==> src/rtl/tlb_pkg.sv <==
package tlb_pkg;
  typedef enum logic [1:0] {
    SRC_MATCH  = 2'd0,
    SRC_FREE   = 2'd1,
    SRC_VICTIM = 2'd2
  } slot_src_e;
endpackage

==> src/rtl/tlb_cam_entry.sv <==
module tlb_cam_entry #(
  parameter int VPN_W  = 20,
  parameter int PFN_W  = 16,
  parameter int ASID_W = 8
) (
  input  logic              clk,
  input  logic              rst_n,
  input  logic              clr_all_i,
  input  logic              clr_asid_en_i,
  input  logic [ASID_W-1:0] clr_asid_i,
  input  logic              wr_en_i,
  input  logic [VPN_W-1:0]  wr_vpn_i,
  input  logic [PFN_W-1:0]  wr_pfn_i,
  input  logic [ASID_W-1:0] wr_asid_i,
  input  logic              wr_vbit_i,
  input  logic [VPN_W-1:0]  lk_vpn_i,
  input  logic [ASID_W-1:0] lk_asid_i,
  output logic              lk_match_o,
  output logic              rf_match_o,
  output logic              vld_o,
  output logic [PFN_W-1:0]  pfn_o
);
  logic              vld_q, vld_d;
  logic [VPN_W-1:0]  vpn_q, vpn_d;
  logic [PFN_W-1:0]  pfn_q, pfn_d;
  logic [ASID_W-1:0] asid_q, asid_d;
  logic              en;

  always_comb begin
    vld_d  = vld_q;
    vpn_d  = vpn_q;
    pfn_d  = pfn_q;
    asid_d = asid_q;
    en     = 1'b0;
    if (clr_all_i) begin
      vld_d = 1'b0;
      en    = 1'b1;
    end else if (wr_en_i) begin
      vld_d  = wr_vbit_i;
      vpn_d  = wr_vpn_i;
      pfn_d  = wr_pfn_i;
      asid_d = wr_asid_i;
      en     = 1'b1;
    end else if (clr_asid_en_i && asid_q == clr_asid_i) begin
      vld_d = 1'b0;
      en    = 1'b1;
    end
  end

  always_ff @(posedge clk or negedge rst_n) begin
    if (!rst_n) begin
      vld_q  <= 1'b0;
      vpn_q  <= '0;
      pfn_q  <= '0;
      asid_q <= '0;
    end else if (en) begin
      vld_q  <= vld_d;
      vpn_q  <= vpn_d;
      pfn_q  <= pfn_d;
      asid_q <= asid_d;
    end
  end

  assign lk_match_o = vld_q && vpn_q == lk_vpn_i && asid_q == lk_asid_i;
  assign rf_match_o = vld_q && vpn_q == wr_vpn_i && asid_q == wr_asid_i;
  assign vld_o      = vld_q;
  assign pfn_o      = pfn_q;
endmodule

==> src/rtl/tlb_slot_pick.sv <==
module tlb_slot_pick
  import tlb_pkg::*;
#(
  parameter int ENTRIES = 8
) (
  input  logic               clk,
  input  logic               rst_n,
  input  logic               commit_i,
  input  logic [ENTRIES-1:0] rf_match_i,
  input  logic [ENTRIES-1:0] vld_i,
  output logic [ENTRIES-1:0] sel_o,
  output slot_src_e          src_o
);
  localparam int IDX_W = (ENTRIES > 1) ? $clog2(ENTRIES) : 1;
  localparam logic [IDX_W-1:0] LAST = IDX_W'(ENTRIES - 1);

  logic [IDX_W-1:0] ptr_q, ptr_d, free_idx;
  logic             free_any;

  always_comb begin
    free_idx = '0;
    free_any = 1'b0;
    for (int i = ENTRIES - 1; i >= 0; i--) begin
      if (!vld_i[i]) begin
        free_idx = IDX_W'(i);
        free_any = 1'b1;
      end
    end
    sel_o = '0;
    if (|rf_match_i) begin
      sel_o = rf_match_i;
      src_o = SRC_MATCH;
    end else if (free_any) begin
      sel_o[free_idx] = 1'b1;
      src_o = SRC_FREE;
    end else begin
      sel_o[ptr_q] = 1'b1;
      src_o = SRC_VICTIM;
    end
    ptr_d = ptr_q;
    if (commit_i && src_o == SRC_VICTIM)
      ptr_d = (ptr_q == LAST) ? '0 : ptr_q + 1'b1;
  end

  always_ff @(posedge clk or negedge rst_n) begin
    if (!rst_n)
      ptr_q <= '0;
    else if (commit_i && src_o == SRC_VICTIM)
      ptr_q <= ptr_d;
  end

  p_victim_only_when_full_r6: assert property (@(posedge clk) disable iff (!rst_n)
    (src_o == SRC_VICTIM) |-> (&vld_i));
  p_match_single_r7: assert property (@(posedge clk) disable iff (!rst_n)
    $onehot0(rf_match_i));
endmodule

==> src/rtl/tlb_asid_xlate.sv <==
module tlb_asid_xlate
  import tlb_pkg::*;
#(
  parameter int ENTRIES = 8,
  parameter int VPN_W   = 20,
  parameter int PFN_W   = 16,
  parameter int OFF_W   = 12,
  parameter int ASID_W  = 8
) (
  input  logic                   clk,
  input  logic                   rst_n,
  input  logic                   lk_valid_i,
  input  logic [VPN_W-1:0]       lk_vpn_i,
  input  logic [OFF_W-1:0]       lk_off_i,
  input  logic [ASID_W-1:0]      lk_asid_i,
  output logic                   hit_o,
  output logic                   miss_o,
  output logic [PFN_W+OFF_W-1:0] pa_o,
  input  logic                   rf_valid_i,
  input  logic [VPN_W-1:0]       rf_vpn_i,
  input  logic [PFN_W-1:0]       rf_pfn_i,
  input  logic [ASID_W-1:0]      rf_asid_i,
  input  logic                   rf_vbit_i,
  input  logic                   fl_all_i,
  input  logic                   fl_asid_en_i,
  input  logic [ASID_W-1:0]      fl_asid_i
);
  localparam int PA_W = PFN_W + OFF_W;

  logic [ENTRIES-1:0] lk_match, rf_match, vld, sel;
  logic [PFN_W-1:0]   pfn [ENTRIES];
  logic [PFN_W-1:0]   pfn_hit;
  logic               commit;
  slot_src_e          src;

  assign commit = rf_valid_i && !fl_all_i;

  for (genvar g = 0; g < ENTRIES; g++) begin : g_ent
    tlb_cam_entry #(.VPN_W(VPN_W), .PFN_W(PFN_W), .ASID_W(ASID_W)) u_ent (
      .clk          (clk),
      .rst_n        (rst_n),
      .clr_all_i    (fl_all_i),
      .clr_asid_en_i(fl_asid_en_i),
      .clr_asid_i   (fl_asid_i),
      .wr_en_i      (commit && sel[g]),
      .wr_vpn_i     (rf_vpn_i),
      .wr_pfn_i     (rf_pfn_i),
      .wr_asid_i    (rf_asid_i),
      .wr_vbit_i    (rf_vbit_i),
      .lk_vpn_i     (lk_vpn_i),
      .lk_asid_i    (lk_asid_i),
      .lk_match_o   (lk_match[g]),
      .rf_match_o   (rf_match[g]),
      .vld_o        (vld[g]),
      .pfn_o        (pfn[g])
    );
  end

  tlb_slot_pick #(.ENTRIES(ENTRIES)) u_pick (
    .clk       (clk),
    .rst_n     (rst_n),
    .commit_i  (commit),
    .rf_match_i(rf_match),
    .vld_i     (vld),
    .sel_o     (sel),
    .src_o     (src)
  );

  always_comb begin
    pfn_hit = '0;
    for (int i = 0; i < ENTRIES; i++)
      if (lk_match[i]) pfn_hit = pfn_hit | pfn[i];
  end

  assign hit_o  = lk_valid_i && (|lk_match);
  assign miss_o = lk_valid_i && !(|lk_match);
  assign pa_o   = hit_o ? {pfn_hit, lk_off_i} : PA_W'(0);

  p_excl_r3: assert property (@(posedge clk) disable iff (!rst_n)
    lk_valid_i |-> (hit_o ^ miss_o));
  p_idle_r3: assert property (@(posedge clk) disable iff (!rst_n)
    !lk_valid_i |-> (!hit_o && !miss_o));
  p_no_dup_r7: assert property (@(posedge clk) disable iff (!rst_n)
    $onehot0(lk_match));
  p_flush_clears_r8: assert property (@(posedge clk) disable iff (!rst_n)
    fl_all_i |=> (vld == '0));
  p_refill_lands_r11: assert property (@(posedge clk) disable iff (!rst_n)
    (commit && rf_vbit_i) |=> (|vld));
endmodule

==> config.mk <==
export PLATFORM = sky130hd
export DESIGN_NAME = tlb_asid_xlate
export DESIGN_NICKNAME = d
export VERILOG_FILES = /design/src/rtl/tlb_pkg.sv /design/src/rtl/tlb_cam_entry.sv /design/src/rtl/tlb_slot_pick.sv /design/src/rtl/tlb_asid_xlate.sv
export SDC_FILE = /design/constraint.sdc
export NUM_CORES = 1
export LEC_CHECK = 0
export BUFFER_PORTS_ARGS = -buffer_cell sky130_fd_sc_hd__buf_2
export CORE_ASPECT_RATIO = 2
export CORE_MARGIN = 2
export CORE_UTILIZATION = 40
export CTS_CLUSTER_DIAMETER = 150
export CTS_CLUSTER_SIZE = 20
export DETAILED_ROUTE_END_ITERATION = 6
export PLACE_DENSITY = 0.6
export SYNTH_ARGS = -nofsm -noshare
export SYNTH_HDL_FRONTEND = slang
export SYNTH_SLANG_ARGS = --single-unit
==> constraint.sdc <==
create_clock -name clk -period 4.7 [get_ports clk]
set_clock_uncertainty 0.05 [all_clocks]
set_input_delay 0.94 -clock clk [delete_from_list [all_inputs] [get_ports clk]]
set_output_delay 0.94 -clock clk [all_outputs]
set_load 0.01 [all_outputs]
==> impl_results.md <==
* Adder-cell share of the synthesized area at 0.105%
* Routed Antenna Nets at 0
* Total number of nets in the final design at 2428
* Pre-antenna DRT Iters at 5
* Hold-fix buffers at CTS at 0
* CTS Buffer Depth at 3
* Root Buffer: clkbuf_16
* Asr flop ratio synth at 100%
* Classification of the worst setup path: in -> out
* Die Footprint at 61400 µm²
* Core area at between 50000 and 60000 µm²
* Post-Synth XOR/XNOR Area at 18.9%
* DP Worst Slack at around 22 ps
* Worst-case register-to-register setup slack at 1030 ps
* TritonCTS Buffers at 22
* Combined area of the multi-input logic cells at 13500 µm²
* Hold violation count in the final report at 0
* Detail-routed net length per standard cell at between 30 and 40 µm
* Y dimension of the die at between 300 and 400 µm
* Data arrival, critical path at 3610 ps
* Worst min path class: in -> async
* Effective utilization at floorplan at 40.4%
* DP Wirelength at around 70000 µm
* Area of all placed cells without fillers at 26100 µm²
* First-pass GRT wire length at 140000 µm
* Pin count of the biggest net entering global routing at 117
* DRC violation count after routing at 0
* Global-route total usage across every layer at 31.4%
* Vias at just under 20k
* Highest Clock Rate at 0.217 GHz
* Post-layout min period at approximately 4600 ps
* Number of global-route vias before repair at around 20k
* Final number of max-transition violations at 0
* Standby leakage power at 10.5 nW
* Initial antenna violation count at 10
* Sequential fraction of the synthesis area at a little under two fifths
* Final setup TNS at 0 ps
* Synthesized instance count at 2278
* Actual transition at the worst max-transition pin at about 1100 ps
* Ys flop type: dfrtp_1
* Cell internal pwr at between 4 and 5 mW
* Critical Path Start Type: input port
* Setup repair after global routing missed its margin: no
* Syn_nets at about 2.4k
* Period utilisation layout at 97.8%
* Part of the total power dissipated in combinational logic at 18.3%
* Worst-skew pair later-pin latency at 580 ps
* Share of total power in the clock network at between 20% and 30%
* Top-count cell post-synth: dfrtp_1
* Worst slew margin relative to its limit at 24.0%
* Cell taking the most area after synthesis: dfrtp_1
* Cell area after technology mapping at 23700 µm²
* Number of flops mapped to enable cells by yosys at 0
* Die boundary width at 176 µm
* Yosys warning total at 0
* Area post-placement at 25400 µm²
* Placer's final routability congestion estimate at 1.00
* CTS Sinks at 363
* Number of port buffers at 128
* Number of register bits inferred by synthesis at 363
* Switching share of power at 31.7%
* Detailed router's first-iteration violation count at roughly 1.5k
* Worst setup EP type: output pin
* Count of filler cells inserted in the layout at 5571
* Top cell types by occurrence after synthesis: 363 x dfrtp_1, 282 x xor2_1, 229 x xnor2_1
* Clock-pin slew of the registers on the worst-case setup and hold paths at approximately 90 ps
* TritonCTS clock tree: done
* Utilization of the core after routing at between 40% and 50%
* PwrDens at 261 nW/µm²
* Switching Power at 2.16 mW
* Least setup slack across all paths after layout at 102 ps
* Run status: finished clean
* Rows at 126
* Post-Route WL at 96600 µm
* Biggest fanout along the worst timing path at 10
* Vias per cell at around 6.3
* Share of layout cells above drive strength 1 at roughly a quarter
* H-tree depth at 1
* Total global routing overflow at 0
* Synth area leaders: dfrtp_1 38%, xor2_1 10%, xnor2_1 8.4%
* Portion of netlist area occupied by mux cells at 14.3%
* Post-CTS setup buffer count at 0
* Mapped Avg Cell Area at 10.4 µm²
* Cell variety after synth at 54
* Share of synthesized cell area in and, or, nand and nor gates at between 10% and 20%
* Boundary Pins at 129
* Top cell type's share of synthesized area at around two fifths
* Final setup fails at 0
* Design Power at 6.81 mW
* Worst voltage drop across the vdd grid at 0.352 mV
* Complex-gate fraction of the synthesized area at 12.8%
* Number of max-cap violations at 0
* Combinational family with the most area after synthesis: XOR/XNOR gates
* Register share of total power at about 52%
* Data required time of the critical path at 3710 ps
* Sequential Area at 9080 µm²
* Signed area change from the synthesized netlist to the final layout at 9.80%
## final cells by class
cell class | count | share of cell area (%)
clock buffer | 23 | 2.21
sequential | 363 | 34.9
timing repair buffer | 249 | 6.94
inverter | 18 | 0.259
tap | 768 | 3.69
multi-input combinational | 1673 | 52.0
antenna | 1 | 0.00960
clock inverter | 1 | 0.0768
## layer usage
metal	share of wire (%)	wire, µm	vias to the layer above	track usage, %
met4	10	9750	14	25.8
met2	51	49200	841	55.5
met3	5.5	5270	347	5.48
met1	33	32300	9955	31.9
li1	-	-	8309	-
met5	0.087	84	-	0
## cells in the final DEF (no fill, tap or decap), drive strengths merged, types with 84 or more instances in the layout
master	Yosys	layout
buf	120	249
dfrtp	363	363
mux2	274	274
nand2	121	121
nand4	84	84
nor4	84	84
o21ai	94	94
o311ai	91	91
xnor2	230	230
xor2	282	282
## path summary, 6_finish.rpt
path | start | endpoint | depth (start not counted)
worst min register to register | g_ent[4].u_ent.pfn_o[9]$_DFFE_PN0P_ | g_ent[4].u_ent.pfn_o[9]$_DFFE_PN0P_ | 1
min in group clk | g_ent[4].u_ent.pfn_o[9]$_DFFE_PN0P_ | g_ent[4].u_ent.pfn_o[9]$_DFFE_PN0P_ | 1
worst max register to register | g_ent[0].u_ent.asid_q[2]$_DFFE_PN0P_ | g_ent[7].u_ent.vpn_q[10]$_DFFE_PN0P_ | 9
worst min-delay path | rst_n | g_ent[1].u_ent.pfn_o[1]$_DFFE_PN0P_ | 1
worst max-delay path | lk_vpn_i[16] | pa_o[24] | 10
max in group asynchronous | rst_n | g_ent[3].u_ent.asid_q[6]$_DFFE_PN0P_ | 2
## flip-flops by register name, summed over array words and instances, names as in the netlist
register / flops
g_ent.u_ent.vld_o: 8
g_ent.u_ent.asid_q: 64
g_ent.u_ent.vpn_q: 160
g_ent.u_ent.pfn_o: 128
u_pick.ptr_q: 3
## worst max-delay path: stages
cell and delay (ps):
buf_2 360, xor2_1 160, nor4_1 510, nand4_1 270
nor4_2 380, buf_4 310, a22o_1 150, a221oi_1 50
a31oi_1 270, buf_2 180
## power by group through the flow
stage               Sequential [mW]  Clock (mW)  Combinational [mW]
floorplan                      3.49           0               0.769
global placement               3.58           0                1.19
detailed placement             3.59           0                1.21
CTS                            3.53        2.06                1.21
global route                   3.55        2.17                1.32
finish                         3.54        2.03                1.24
## stage by stage
step,instances,hold WS (ps)
global route,3095,458
CTS,3095,429
finish,3096,313
floorplan,2278,431
detailed placement,3071,446
global placement,3071,440
## kinds of logic after synthesis
| group | after synthesis |
|---|---|
| mux | 274 |
| compound gates | 415 |
| fa+ha+maj | 2 |
| buf+inv | 242 |
| xor+xnor | 512 |
| simple gates | 470 |
| flops | 363 |
## what timing repair did
item                                    in CTS  in global routing
endpoints found under the hold margin        0                  0
endpoints found under the setup margin       0                 12
gates resized for setup                      0                  5
Note: power is estimated with default switching activity, not from simulation.
